$ cat config.mk
export PLATFORM = sky130hd
export DESIGN_NAME = blk_xlate
export DESIGN_NICKNAME = d
export VERILOG_FILES = /design/src/rtl/blk_xlate_pkg.sv /design/src/rtl/blk_xlate_regsel.sv /design/src/rtl/blk_xlate_bank.sv /design/src/rtl/blk_xlate_entry.sv /design/src/rtl/blk_xlate.sv
export SDC_FILE = /design/constraint.sdc
export NUM_CORES = 2
export LEC_CHECK = 0
export BUFFER_PORTS_ARGS = -buffer_cell sky130_fd_sc_hd__buf_2
export CAP_MARGIN = 20
export CORE_MARGIN = 2
export CORE_UTILIZATION = 55
export DETAILED_ROUTE_END_ITERATION = 8
export PLACE_DENSITY = 0.71
export SLEW_MARGIN = 20
export SYNTH_ARGS = -nofsm -noshare
export SYNTH_HDL_FRONTEND = slang
export SYNTH_HIERARCHICAL = 1
export SYNTH_SLANG_ARGS = --single-unit
export TNS_END_PERCENT = 10
$ cat constraint.sdc
create_clock -name clk -period 4.1 [get_ports clk]
set_input_delay 0.205 -clock clk [delete_from_list [all_inputs] [get_ports clk]]
set_output_delay 0.205 -clock clk [all_outputs]
set_load 0.03 [all_outputs]
$ cat src/rtl/blk_xlate_pkg.sv
package blk_xlate_pkg;

   localparam int IDX_W = 3;

   typedef enum logic {
      SIDE_INSN = 1'b0,
      SIDE_DATA = 1'b1
   } side_e;

   typedef struct packed {
      logic             mapped;
      side_e            side;
      logic             lower;
      logic [IDX_W-1:0] idx;
   } regsel_t;

endpackage

$ cat src/rtl/blk_xlate_regsel.sv
module blk_xlate_regsel
   import blk_xlate_pkg::*;
#(
   parameter int SPR_W = 10
) (
   input  logic [SPR_W-1:0] addr,
   output regsel_t          sel
);
   localparam logic [SPR_W-6:0] GRP_A = (SPR_W-5)'(5'h10);
   localparam logic [SPR_W-6:0] GRP_B = (SPR_W-5)'(5'h11);

   logic unused_bit4;
   assign unused_bit4 = addr[4];

   always_comb begin
      sel.mapped = (addr[SPR_W-1:5] == GRP_A) || (addr[SPR_W-1:5] == GRP_B);
      sel.side   = addr[3] ? SIDE_DATA : SIDE_INSN;
      sel.lower  = addr[0];
      sel.idx    = {addr[5], addr[2:1]};
   end
endmodule

$ cat src/rtl/blk_xlate_bank.sv
module blk_xlate_bank
   import blk_xlate_pkg::*;
#(
   parameter int N_ENT = 8,
   parameter int W     = 32
) (
   input  logic             clk,
   input  logic             rst_n,
   input  logic             we,
   input  logic [IDX_W-1:0] widx,
   input  logic             wlower,
   input  logic [W-1:0]     wdata,
   output logic [W-1:0]     up_q [N_ENT],
   output logic [W-1:0]     lo_q [N_ENT]
);
   for (genvar e = 0; e < N_ENT; e++) begin : g_ent
      always_ff @(posedge clk or negedge rst_n) begin
         if (!rst_n) begin
            up_q[e] <= '0;
            lo_q[e] <= '0;
         end else if (we && (widx == IDX_W'(e))) begin
            if (wlower) lo_q[e] <= wdata;
            else        up_q[e] <= wdata;
         end
      end
   end
endmodule

$ cat src/rtl/blk_xlate_entry.sv
module blk_xlate_entry #(
   parameter int W       = 32,
   parameter int LEN_W   = 11,
   parameter int LEN_LSB = 2,
   parameter int SHIFT   = 17
) (
   input  logic [W-1:0] up,
   input  logic [W-1:0] lo,
   input  logic [W-1:0] ea,
   input  logic         user,
   output logic         hit,
   output logic [W-1:0] pa
);
   localparam logic [W-1:0] BASE_MASK = {W{1'b1}} << SHIFT;

   logic [W-1:0] cmp_mask;
   logic [W-1:0] eff_base;
   logic [W-1:0] real_base;
   logic         priv_ok;

   always_comb begin
      cmp_mask  = (~W'(up[LEN_LSB +: LEN_W])) << SHIFT;
      eff_base  = up & BASE_MASK;
      real_base = lo & BASE_MASK;
      priv_ok   = user ? up[0] : up[1];
      hit       = priv_ok && (eff_base == (ea & cmp_mask));
      pa        = real_base + (ea - eff_base);
   end
endmodule

$ cat src/rtl/blk_xlate.sv
module blk_xlate
   import blk_xlate_pkg::*;
#(
   parameter int W       = 32,
   parameter int N_ENT   = 8,
   parameter int LEN_W   = 11,
   parameter int LEN_LSB = 2,
   parameter int SHIFT   = 17,
   parameter int SPR_W   = 10
) (
   input  logic             clk,
   input  logic             rst_n,
   input  logic             req_valid,
   input  logic [W-1:0]     req_ea,
   input  logic             req_side,
   input  logic             req_user,
   input  logic             xlate_en,
   output logic             rsp_valid,
   output logic [W-1:0]     rsp_pa,
   output logic             rsp_hit,
   input  logic             reg_we,
   input  logic [SPR_W-1:0] reg_addr,
   input  logic [W-1:0]     reg_wdata,
   output logic [W-1:0]     reg_rdata,
   output logic             cache_flush
);
   localparam int N_SIDE = 2;

   if (N_ENT != (1 << IDX_W)) begin : g_bad_ent
      initial $fatal(1, "N_ENT must match the register-number decode");
   end
   if (LEN_LSB + LEN_W > SHIFT || SHIFT + LEN_W > W) begin : g_bad_len
      initial $fatal(1, "length field overlaps the block base");
   end
   if (SPR_W != 10) begin : g_bad_spr
      initial $fatal(1, "register-number width must be 10");
   end

   regsel_t      sel;
   logic [W-1:0] up_all [N_SIDE][N_ENT];
   logic [W-1:0] lo_all [N_SIDE][N_ENT];
   logic         hit_v  [N_SIDE][N_ENT];
   logic [W-1:0] pa_v   [N_SIDE][N_ENT];

   blk_xlate_regsel #(.SPR_W(SPR_W)) u_sel (
      .addr (reg_addr),
      .sel  (sel)
   );

   for (genvar s = 0; s < N_SIDE; s++) begin : g_side
      logic bank_we;
      assign bank_we = reg_we && sel.mapped && (sel.side == side_e'(s));

      blk_xlate_bank #(.N_ENT(N_ENT), .W(W)) u_bank (
         .clk    (clk),
         .rst_n  (rst_n),
         .we     (bank_we),
         .widx   (sel.idx),
         .wlower (sel.lower),
         .wdata  (reg_wdata),
         .up_q   (up_all[s]),
         .lo_q   (lo_all[s])
      );

      for (genvar e = 0; e < N_ENT; e++) begin : g_ent
         blk_xlate_entry #(
            .W(W), .LEN_W(LEN_W), .LEN_LSB(LEN_LSB), .SHIFT(SHIFT)
         ) u_ent (
            .up   (up_all[s][e]),
            .lo   (lo_all[s][e]),
            .ea   (req_ea),
            .user (req_user),
            .hit  (hit_v[s][e]),
            .pa   (pa_v[s][e])
         );
      end
   end

   // Lowest index wins: scan downward so the last assignment is the lowest.
   logic         any_hit;
   logic [W-1:0] sel_pa;
   always_comb begin
      any_hit = 1'b0;
      sel_pa  = '0;
      for (int e = N_ENT - 1; e >= 0; e--) begin
         if (hit_v[req_side][e]) begin
            any_hit = 1'b1;
            sel_pa  = pa_v[req_side][e];
         end
      end
   end

   always_comb begin
      reg_rdata = '0;
      if (sel.mapped) begin
         reg_rdata = sel.lower ? lo_all[sel.side][sel.idx]
                               : up_all[sel.side][sel.idx];
      end
   end

   always_ff @(posedge clk or negedge rst_n) begin
      if (!rst_n) begin
         rsp_valid   <= 1'b0;
         rsp_pa      <= '0;
         rsp_hit     <= 1'b0;
         cache_flush <= 1'b0;
      end else begin
         rsp_valid   <= req_valid;
         cache_flush <= reg_we && sel.mapped;
         if (req_valid) begin
            if (!xlate_en) begin
               rsp_pa  <= req_ea;
               rsp_hit <= 1'b1;
            end else begin
               rsp_pa  <= sel_pa;
               rsp_hit <= any_hit;
            end
         end
      end
   end
endmodule

==> flow_summary.json <==
{
  "power_density_mw_per_mm2": 307.4,
  "clock_path_buffers": 3,
  "syn2layout_area_growth_pct": 16.27,
  "min_path_type": "input port to register",
  "fin_area_mm2": 0.1037,
  "maxSlewHeadroom_pct": 17.38,
  "timing.rr.end": "rsp_pa[24]$_DFFE_PN0P_",
  "nets": 10606,
  "status": "complete, but fails checks",
  "synth_edf_count": 0,
  "finalSetupViolCount": 2,
  "root_buffer": "clkbuf_16",
  "synthCells": 8967,
  "drt_iter0_markers": 9620,
  "endpoint": "rsp_pa[24]$_DFFE_PN0P_",
  "fin_worst_skew_ns": 0.1014,
  "routed_via_density": 6.416,
  "syn_avg_cell_area_um2": 9.951,
  "grt_pass1_vias": 74921,
  "die_w_um": 406.8,
  "worst_setup_path_start_kind": "register",
  "fmax_mhz": 242.4,
  "vdd_drop_max_mv": 0.3894,
  "fillers": 13084,
  "leakagePower_nw": 50.16,
  "antenna_found_initial": 20,
  "grt_usage_pct": 42.31,
  "fin_crit_sh_pct": 100.6,
  "path_class": "register to register",
  "seq_area_frac_synth_pct": 29.70,
  "numCtsBuffers": 113,
  "pin_count": 148,
  "syn_nets": 9752,
  "cp_max_fo": 4,
  "hpwl_mm": 278.9,
  "maxSlewViolCount": 0,
  "crit_slowest_cell": "fa_1",
  "total_power_mw": 31.89,
  "detail_route.wl_per_cell_um": 29.40,
  "crit_top_cell": "buf_6",
  "final_core_util_pct": 64.54,
  "r2r-start": "g_side[1].u_bank/lo_q[49]$_DFFE_PN0P_",
  "grt_pass1_wl_mm": 508.5,
  "layout_min_cycle_time_ns": 4.125,
  "worstMarginPinSlew_ns": 1.239,
  "grt-ovfl-total": 0,
  "gp_congestion": 1.150,
  "rsz0062_at_grt": "yes",
  "clk_latency_ns": 0.80,
  "ys.flop_type": "dfrtp_1",
  "dr.pass1.iters": 7,
  "numPortBuffers": 146,
  "initial_utilization_pct": 55.51,
  "worst_r2r_path_depth": 19,
  "ant_nets": 0,
  "fin_ws_ns": -0.02530,
  "ys_types": 90,
  "path_cells": "inv_2 -> fa_1 -> inv_2 -> ha_4 -> buf_6 -> buf_6 -> nand2_4 -> nor2_4 -> a21oi_2 -> o221a_2 -> a21oi_4 -> nor4b_2 -> a311o_1 -> a222oi_1 -> buf_4 -> a21boi_2 -> buf_6 -> o2111ai_4 -> a31o_1",
  "startpoint": "g_side[1].u_bank/lo_q[49]$_DFFE_PN0P_",
  "vias": 77449,
  "finalHoldViolCount": 0,
  "synth_seq_cells": 1059,
  "syn_area_mm2": 0.08923,
  "core-area_mm2": 0.1608,
  "violations": "negative setup slack",
  "critPathRequiredTime_ns": 4.77,
  "cp-end-kind": "register",
  "drc": 0,
  "cts_tree": "yes",
  "drv_cap": 0,
  "place_worst_setup_slack_ns": -0.8390,
  "cts.clk_slew.worst_paths_ns": 0.06,
  "r2r_setup_slack_ns": -0.03,
  "die_area_mm2": 0.1655,
  "synthArstFlopShare_pct": 100.0,
  "rows": 147,
  "die_h_um": 406.8,
  "totalWireLength_mm": 354.9,
  "h-tree-depth": 3,
  "grt_max_degree": 102,
  "drive_above_1_share_pct": 29.89,
  "max_stage_delay_ns": 0.55,
  "ys_warn_count": 6,
  "placed_area_mm2": 0.09938,
  "cts.sinks": 1059,
  "cp.arrival_ns": 4.80
}
power breakdown:
group	leakage (nW)	switching [mW]	total [mW]	internal (mW)
Sequential	14.6	0.320	11.1	10.8
Combinational	33.6	5.93	9.95	4.03
Clock	1.90	4.64	10.9	6.22
stage by stage:
step	instances	TNS (ns)	hold slack, ns
after floorplan	8967	0	-0.09059
after global placement	11859	-3.820	0.3367
after detailed placement	11859	-4.080	0.3346
after CTS	12066	-0.3140	0.02582
after global routing	12068	-0.3338	0.09594
final	12072	-0.03877	0.07592
logic make-up after synthesis:
| kind of cell | Yosys count | share of synthesized area [%] |
|---|---|---|
| compound gates | 1874 | 14.71 |
| xor+xnor | 687 | 6.743 |
| fa+ha+maj | 704 | 11.76 |
| buf+inv | 1700 | 7.761 |
| flops | 1059 | 29.70 |
| mux | 1404 | 20.88 |
| simple gates | 1539 | 8.451 |
worst min-delay path by stage:
| stage | to | slack, ns | depth (start not counted) | from |
|---|---|---|---|---|
| global placement | g_side[1].u_bank/up_q[62]$_DFFE_PN0P_ | 0.34 | 1 | rst_n |
| detailed placement | g_side[0].u_bank/lo_q[48]$_DFFE_PN0P_ | 0.33 | 1 | rst_n |
| floorplan | cache_flush$_DFF_PN0_ | -0.09 | 0 | rst_n |
| finish | rsp_pa[0]$_DFFE_PN0P_ | 0.08 | 4 | req_ea[0] |
| CTS | rsp_pa[31]$_DFFE_PN0P_ | 0.03 | 4 | xlate_en |
| global route | rsp_pa[30]$_DFFE_PN0P_ | 0.1 | 4 | xlate_en |
layout make-up:
class | instances | area, um^2 | share of cell area [%]
diodes | 5 | 12.51 | 0.01206
clock buffers | 158 | 3237 | 3.120
clock inverters | 43 | 669.4 | 0.6452
inverters | 1231 | 4621 | 4.454
multi-input cells | 6208 | 56360 | 54.32
flip-flops and latches | 1059 | 26510 | 25.55
well taps | 2160 | 2703 | 2.605
repair buffers | 1208 | 9639 | 9.291
sequential cells by signal, indices dropped and copies added, names as in the netlist:
name	count
g_side.u_bank/up_q	512
rsp_valid	1
rsp_pa	32
rsp_hit	1
g_side.u_bank/lo_q	512
cache_flush	1
worst max-delay path, delay by kind of cell, from the launching register on:
kind            cells  cell delay (ns)
compound gates      8             1.93
buf+inv             6             0.65
simple gates        3             0.26
fa+ha+maj           2             0.82
flops               1             0.36
synthesized netlist by cell type, drive strengths merged, types with 22 or more instances:
master | instances | area [um^2]
inv | 1231 | 4621
nand2b | 133 | 832.1
a222oi | 32 | 320.3
o2111ai | 28 | 245.2
o221ai | 70 | 613.1
a31o | 28 | 245.2
clkbuf | 233 | 874.6
nand2 | 261 | 982.2
buf | 236 | 1430
xnor2 | 519 | 4546
a21oi | 546 | 2902
o31a | 32 | 280.3
mux2 | 1093 | 12310
nor3 | 95 | 475.5
xor2 | 168 | 1471
nor2 | 476 | 1787
mux4 | 256 | 5766
fa | 224 | 4484
a311oi | 32 | 643.1
or3 | 28 | 175.2
o21bai | 63 | 473.0
nand3 | 266 | 1331
a21boi | 33 | 247.7
and3 | 51 | 337.8
mux2i | 55 | 550.5
nor3b | 35 | 272.8
dfrtp | 1059 | 26500
o21ai | 382 | 1968
nor2b | 22 | 137.6
a21o | 179 | 1344
nand3b | 22 | 165.2
a31oi | 45 | 281.5
a22oi | 32 | 240.2
nand4 | 52 | 325.3
o22ai | 68 | 425.4
a221oi | 79 | 803.3
o22a | 24 | 210.2
ha | 480 | 6006
nor4 | 45 | 281.5
a2111oi | 35 | 306.5
per-layer routing:
layer / track usage [%] / share of wire [%] / vias up
met3: 16.01 / 13 / 835
met4: 26.14 / 7.4 / 20
li1: - / - / 33415
met5: 0 / 0.034 / -
met2: 58.27 / 40 / 4445
met1: 55.93 / 39 / 38734
cells in the final DEF, fill, tap and decap left out, drive strengths merged, types with 33 or more instances in the layout:
| master | count |
|---|---|
| a2111oi | 35 |
| a21boi | 33 |
| a21o | 179 |
| a21oi | 546 |
| a221oi | 79 |
| a31oi | 45 |
| and3 | 51 |
| buf | 1204 |
| clkbuf | 158 |
| dfrtp | 1059 |
| fa | 224 |
| ha | 480 |
| inv | 1233 |
| mux2 | 1093 |
| mux2i | 55 |
| mux4 | 256 |
| nand2 | 261 |
| nand2b | 133 |
| nand3 | 266 |
| nand4 | 52 |
| nor2 | 476 |
| nor3 | 95 |
| nor3b | 35 |
| nor4 | 45 |
| o21ai | 382 |
| o21bai | 63 |
| o221ai | 70 |
| o22ai | 68 |
| xnor2 | 519 |
| xor2 | 168 |
timing repair:
action / CTS / global route
gates cloned: 0 / 0
endpoints found under the setup margin: 10 / 13
resized for setup: 21 / 78
hold endpoints to repair: 70 / 0
setup buffers: 2 / 1
hold buffers: 4 / 0
pin swaps: 9 / 29
(Power assumes the default switching activity.)
